$ cat src/rtl/rr_sched_pkg.sv
package rr_sched_pkg;

    typedef enum logic [0:0] {
        SLOT_SCAN = 1'b0,
        SLOT_HOLD = 1'b1
    } slot_state_e;

endpackage

$ cat src/rtl/rr_flag_table.sv
module rr_flag_table #(
    parameter int NUM_CHANNELS = 8,
    parameter int CH_W         = $clog2(NUM_CHANNELS)
) (
    input  logic            clk,
    input  logic            rst_n,
    input  logic            upd_valid,
    input  logic [CH_W-1:0] upd_chan,
    input  logic            upd_flag,
    input  logic [CH_W-1:0] rd_chan,
    output logic            rd_flag
);

    logic [NUM_CHANNELS-1:0] flags;

    generate
        for (genvar g = 0; g < NUM_CHANNELS; g++) begin : g_flag
            always_ff @(posedge clk or negedge rst_n) begin
                if (!rst_n) begin
                    flags[g] <= 1'b0;
                end else if (upd_valid && (upd_chan == CH_W'(g))) begin
                    flags[g] <= upd_flag;
                end
            end
        end
    endgenerate

    // the stored value before this edge decides the current slot
    assign rd_flag = flags[rd_chan];


    flag_store_chk: assert property (@(posedge clk) disable iff (!rst_n)
        (upd_valid && (int'(upd_chan) < NUM_CHANNELS)) |=> (flags[$past(upd_chan)] == $past(upd_flag)));


    flag_idle_chk: assert property (@(posedge clk) disable iff (!rst_n)
        !upd_valid |=> $stable(flags));

endmodule

$ cat src/rtl/rr_slot_ptr.sv
module rr_slot_ptr #(
    parameter int NUM_CHANNELS = 8,
    parameter int CH_W         = $clog2(NUM_CHANNELS)
) (
    input  logic            clk,
    input  logic            rst_n,
    input  logic            step,
    output logic [CH_W-1:0] cur_chan
);

    localparam logic [CH_W-1:0] LAST_CHAN = CH_W'(NUM_CHANNELS - 1);

    logic [CH_W-1:0] nxt_chan;

    always_comb begin
        if (cur_chan == LAST_CHAN) begin
            nxt_chan = '0;
        end else begin
            nxt_chan = cur_chan + CH_W'(1);
        end
    end

    always_ff @(posedge clk or negedge rst_n) begin
        if (!rst_n) begin
            cur_chan <= '0;
        end else if (step) begin
            cur_chan <= nxt_chan;
        end
    end


    slot_step_chk: assert property (@(posedge clk) disable iff (!rst_n)
        step |=> (cur_chan == (($past(cur_chan) == LAST_CHAN) ? '0 : $past(cur_chan) + CH_W'(1))));


    slot_freeze_chk: assert property (@(posedge clk) disable iff (!rst_n)
        !step |=> $stable(cur_chan));

endmodule

$ cat src/rtl/rr_req_fsm.sv
module rr_req_fsm
    import rr_sched_pkg::*;
(
    input  logic clk,
    input  logic rst_n,
    input  logic slot_blocked,
    input  logic req_wait,
    output logic req_wr,
    output logic step
);

    slot_state_e state;
    slot_state_e state_nxt;

    always_ff @(posedge clk or negedge rst_n) begin
        if (!rst_n) begin
            state <= SLOT_SCAN;
        end else begin
            state <= state_nxt;
        end
    end

    always_comb begin
        req_wr    = 1'b0;
        step      = 1'b0;
        state_nxt = state;
        unique case (state)
            SLOT_SCAN: begin
                if (slot_blocked) begin
                    step = 1'b1;
                end else begin
                    req_wr = 1'b1;
                    if (req_wait) begin
                        state_nxt = SLOT_HOLD;
                    end else begin
                        step = 1'b1;
                    end
                end
            end
            SLOT_HOLD: begin
                req_wr = 1'b1;
                if (!req_wait) begin
                    step      = 1'b1;
                    state_nxt = SLOT_SCAN;
                end
            end
            default: begin
                state_nxt = SLOT_SCAN;
            end
        endcase
    end


    blocked_idle_chk: assert property (@(posedge clk) disable iff (!rst_n)
        (state == SLOT_SCAN && slot_blocked) |-> (!req_wr && step));


    hold_keeps_wr_chk: assert property (@(posedge clk) disable iff (!rst_n)
        (state == SLOT_HOLD) |-> req_wr);


    stall_enters_hold_chk: assert property (@(posedge clk) disable iff (!rst_n)
        (req_wr && req_wait) |=> (state == SLOT_HOLD));

endmodule

$ cat src/rtl/rr_req_sched.sv
module rr_req_sched #(
    parameter int NUM_CHANNELS = 8,
    parameter int DATA_W       = 32,
    parameter int CH_W         = $clog2(NUM_CHANNELS),
    parameter int ADDR_W       = CH_W + 2
) (
    input  logic              clk,
    input  logic              rst_n,
    output logic [ADDR_W-1:0] req_addr,
    output logic              req_wr,
    output logic [DATA_W-1:0] req_wdata,
    input  logic              req_wait,
    input  logic              st_valid,
    input  logic [CH_W-1:0]   st_chan,
    input  logic              st_full
);

    logic [CH_W-1:0] cur_chan;
    logic            slot_blocked;
    logic            step;

    rr_flag_table #(
        .NUM_CHANNELS (NUM_CHANNELS),
        .CH_W         (CH_W)
    ) u_flags (
        .clk       (clk),
        .rst_n     (rst_n),
        .upd_valid (st_valid),
        .upd_chan  (st_chan),
        .upd_flag  (st_full),
        .rd_chan   (cur_chan),
        .rd_flag   (slot_blocked)
    );

    rr_slot_ptr #(
        .NUM_CHANNELS (NUM_CHANNELS),
        .CH_W         (CH_W)
    ) u_ptr (
        .clk      (clk),
        .rst_n    (rst_n),
        .step     (step),
        .cur_chan (cur_chan)
    );

    rr_req_fsm u_fsm (
        .clk          (clk),
        .rst_n        (rst_n),
        .slot_blocked (slot_blocked),
        .req_wait     (req_wait),
        .req_wr       (req_wr),
        .step         (step)
    );

    // word address: channel index shifted past the byte lanes
    assign req_addr  = {cur_chan, 2'b00};
    assign req_wdata = DATA_W'(1);


    stall_stable_chk: assert property (@(posedge clk) disable iff (!rst_n)
        (req_wr && req_wait) |=> (req_wr && $stable(req_addr) && $stable(req_wdata)));


    unit_data_chk: assert property (@(posedge clk) disable iff (!rst_n)
        req_wr |-> (req_wdata == DATA_W'(1)));

endmodule

$ cat config.mk
export PLATFORM = sky130hd
export DESIGN_NAME = rr_req_sched
export DESIGN_NICKNAME = d
export VERILOG_FILES = /design/src/rtl/rr_sched_pkg.sv /design/src/rtl/rr_flag_table.sv /design/src/rtl/rr_slot_ptr.sv /design/src/rtl/rr_req_fsm.sv /design/src/rtl/rr_req_sched.sv
export SDC_FILE = /design/constraint.sdc
export NUM_CORES = 1
export LEC_CHECK = 0
export ABC_AREA = 1
export BUFFER_PORTS_ARGS = -buffer_cell sky130_fd_sc_hd__buf_2
export CAP_MARGIN = 20
export CORE_MARGIN = 4
export CORE_UTILIZATION = 47
export CTS_BUF_LIST = sky130_fd_sc_hd__clkbuf_2
export CTS_CLUSTER_DIAMETER = 150
export DETAILED_ROUTE_END_ITERATION = 10
export GPL_TIMING_DRIVEN = 0
export HOLD_SLACK_MARGIN = 0.15
export PLACE_DENSITY_LB_ADDON = 0.12
export SLEW_MARGIN = 10
export SYNTH_ARGS = -nofsm -noshare
export SYNTH_HDL_FRONTEND = slang
export SYNTH_HIERARCHICAL = 1
export SYNTH_SLANG_ARGS = --single-unit
$ cat constraint.sdc
create_clock -name clk -period 1.75 [get_ports clk]
set_input_delay 0.0875 -clock clk [delete_from_list [all_inputs] [get_ports clk]]
set_output_delay 0.0875 -clock clk [all_outputs]
set_load 0.03 [all_outputs]
==> results.sh <==
export IMPL_grt_start_max_net_pins=13
export IMPL_p_switching_w=0.000589
export IMPL_switching_share=0.483
export IMPL_fp_dieH_um=52.2
export IMPL_worst_path_max_delay_cell="dfrtp_1"
export IMPL_grt_pass1_vias=643
export IMPL_dpl_worst_slack_ps=328
export IMPL_insertedDiodeCount=0
export IMPL_antenna_found_initial=0
export IMPL_hpwlAfterDp_mm=1.39
export IMPL_yosys_warnings=6
export IMPL_multi_input_area_um2=407
export IMPL_critPathMostFrequentCell="nand2_1"
export IMPL_dieWidth_um=52.2
export IMPL_vias=775
export IMPL_crit_chain="inv_1, nand2_1, nand3_1, nand2_1, nand2_1, nand2_1, nand2_1, buf_2"
export IMPL_fin_hold_ws_ps=201
export IMPL_wl_mm=1.65
export IMPL_portBuffers=11
export IMPL_rsz0062_at_grt="false"
export IMPL_synth_top_cell_by_area="dfrtp_1"
export IMPL_end_kind="output pin"
export IMPL_pwr_share_clk=0.113
export IMPL_path_max_fanout=9
export IMPL_power_leakage_nw=0.760
export IMPL_syn_inst=129
export IMPL_r2r_end="u_ptr/cur_chan[0]"
export IMPL_p_comb_frac=0.533
export IMPL_ioPinCount=46
export IMPL_clk_latency_ps=260
export IMPL_drc_errors=0
export IMPL_syn_area_per_cell_um2=7.11
export IMPL_cp_slowest_stage_delay_ps=500
export IMPL_setup_tns_final_ps=0
export IMPL_p_per_area_nw_per_um2=1010
export IMPL_final_nets=194
export IMPL_layout_setup_ws_ps=179
export IMPL_initial_utilization=0.514
export IMPL_setup_violations=0
export IMPL_syn_cell_area_um2=917
export IMPL_final_antenna_net_count=0
export IMPL_cts_tree="done"
export IMPL_routabilityCongestion=0.816
export IMPL_ys_ff_latch=12
export IMPL_grt_pass1_wl_mm=2.54
export IMPL_vdd_drop_max_mv=0.709
export IMPL_finalCriticalPeriod_ps=1570
export IMPL_regArea_um2=300
export IMPL_cts_sinks=12
export IMPL_fin_cells=208
export IMPL_reg2reg_from="u_ptr/cur_chan[0]"
export IMPL_synth_area_top_cells="dfrtp_1, buf_4, nand2_1"
export IMPL_maxCapViolCount=0
export IMPL_numCtsBuffers=3
export IMPL_path_clk_slew_ps=120
export IMPL_viasPerCell=3.73
export IMPL_hold_class="primary input to async pin"
export IMPL_cts_buffer_depth=2
export IMPL_worstPathRequired_ps=1660
export IMPL_postCtsSetupBuffers=0
export IMPL_overflow=0
export IMPL_syn2layout_area_growth_pct=32.2
export IMPL_hold_viol_final=0
export IMPL_drt_first_pass_iters=4
export IMPL_rows=15
export IMPL_fmax_mhz=637
export IMPL_crit_path_start_kind="flip-flop"
export IMPL_setup_worst_path_end="req_wr"
export IMPL_core_area_um2=1780
export IMPL_synth_top_cell_area_share=0.327
export IMPL_drv_slew=0
export IMPL_drt_iter0_drc=5
export IMPL_htreeDepth=1
export IMPL_rrSetupSlack_ps=310
export IMPL_p_int_w=0.000630
export IMPL_clockRootBuffer="clkbuf_2"
export IMPL_ys_seq_area_frac=0.327
export IMPL_drive_gt1_frac=0.279
export IMPL_design_die_area_um2=2720
export IMPL_path_class="flip-flop to output pin"
export IMPL_placedCellCount=197
export IMPL_fin_crit_sh=0.897
export IMPL_critPathArrivalTime_ps=1480
export IMPL_p_seq_frac=0.353
export IMPL_wl_per_cell_um=7.93
export IMPL_status="finished clean"
export IMPL_grt_usage=0.124
export IMPL_worst_r2r_path_depth=11
export IMPL_synth_distinct_cells=14
export IMPL_cp_startpoint="u_ptr/cur_chan[0]"
export IMPL_clock_skew_ps=11.9
export IMPL_fillerInstances=162
[area by class of cell]
cell class	instances	area share
tap	25	0.0258
inverter	20	0.0619
buffer	34	0.211
sequential	12	0.248
multi-input combinational	95	0.335
clock inverter	1	0.00310
clock buffer	3	0.0124
timing repair buffer	18	0.103
[power groups by stage]
stage / Combinational, W / Sequential [W] / Clock [W]
after floorplan: 0.000451 / 0.000490 / 0
after global placement: 0.000620 / 0.000433 / 0
after detailed placement: 0.000638 / 0.000438 / 0
after CTS: 0.000651 / 0.000431 / 0.000143
after global routing: 0.000728 / 0.000444 / 0.000156
final: 0.000650 / 0.000431 / 0.000138
[sequential cells by signal (all words and copies together), names as in the netlist]
signal,flops
u_flags/flags,8
u_fsm/state,1
u_ptr/cur_chan,3
[worst max-delay path: cells and delay by family, from the launching register on]
family	cells	cell delay, ps
buf+inv	2	300
flops	1	500
simple gates	6	410
[worst min path at each step]
stage,from,depth (start not counted),to
final,rst_n,2,u_flags/flags[4]
after global routing,rst_n,2,u_flags/flags[4]
after CTS,rst_n,2,u_ptr/cur_chan[0]
after detailed placement,rst_n,1,u_ptr/cur_chan[0]
after global placement,rst_n,1,u_flags/flags[5]
after floorplan,rst_n,0,u_flags/flags[0]
[synth_stat cells, drive strengths merged]
library cell / n
dfrtp: 12
o21ai: 8
nand3: 6
inv: 20
nand2: 38
nor2: 5
ha: 2
buf: 34
a21oi: 1
nor3: 1
conb: 2
[timing repair]
action	CTS	global route
endpoints found under the hold margin	18	0
hold buffers	7	0
gates resized for setup	0	0
[layer usage]
metal | GRT usage | wire [um]
met2 | 0.230 | 796
met1 | 0.125 | 640
met4 | 0.0255 | 14
met5 | 0 | 0
met3 | 0.0598 | 198
[cell usage in the layout (no fill, tap or decap)]
master,count
a21oi_1,1
buf_2,11
buf_4,34
clkbuf_2,3
clkinv_1,1
conb_1,34
dfrtp_1,12
dlygate4sd3_1,7
ha_1,2
inv_1,19
inv_2,1
nand2_1,38
nand3_1,6
nor2_1,4
nor2_4,1
nor3_2,1
o21ai_0,3
o21ai_1,5
[through the flow]
stage / total power, W / cell area [um^2] / util
after floorplan: 0.000941 / 1040 / -
after global placement: 0.00105 / 1120 / 0.630
after detailed placement: 0.00108 / 1120 / 0.630
after CTS: 0.00123 / 1210 / 0.680
after global routing: 0.00133 / 1210 / 0.680
final: 0.00122 / 1210 / 0.680
[cells by family (layout without fill, tap and decap cells)]
group	after synthesis	after routing	share of synthesized area
adders and majority gates	2	2	0.0273
and+or+nand+nor	50	50	0.228
buffers and inverters	54	76	0.360
DFF	12	12	0.327
AOI/OAI and AO/OA	9	9	0.0491
other	2	34	0.00819
Note: power is estimated with default switching activity, not from simulation.
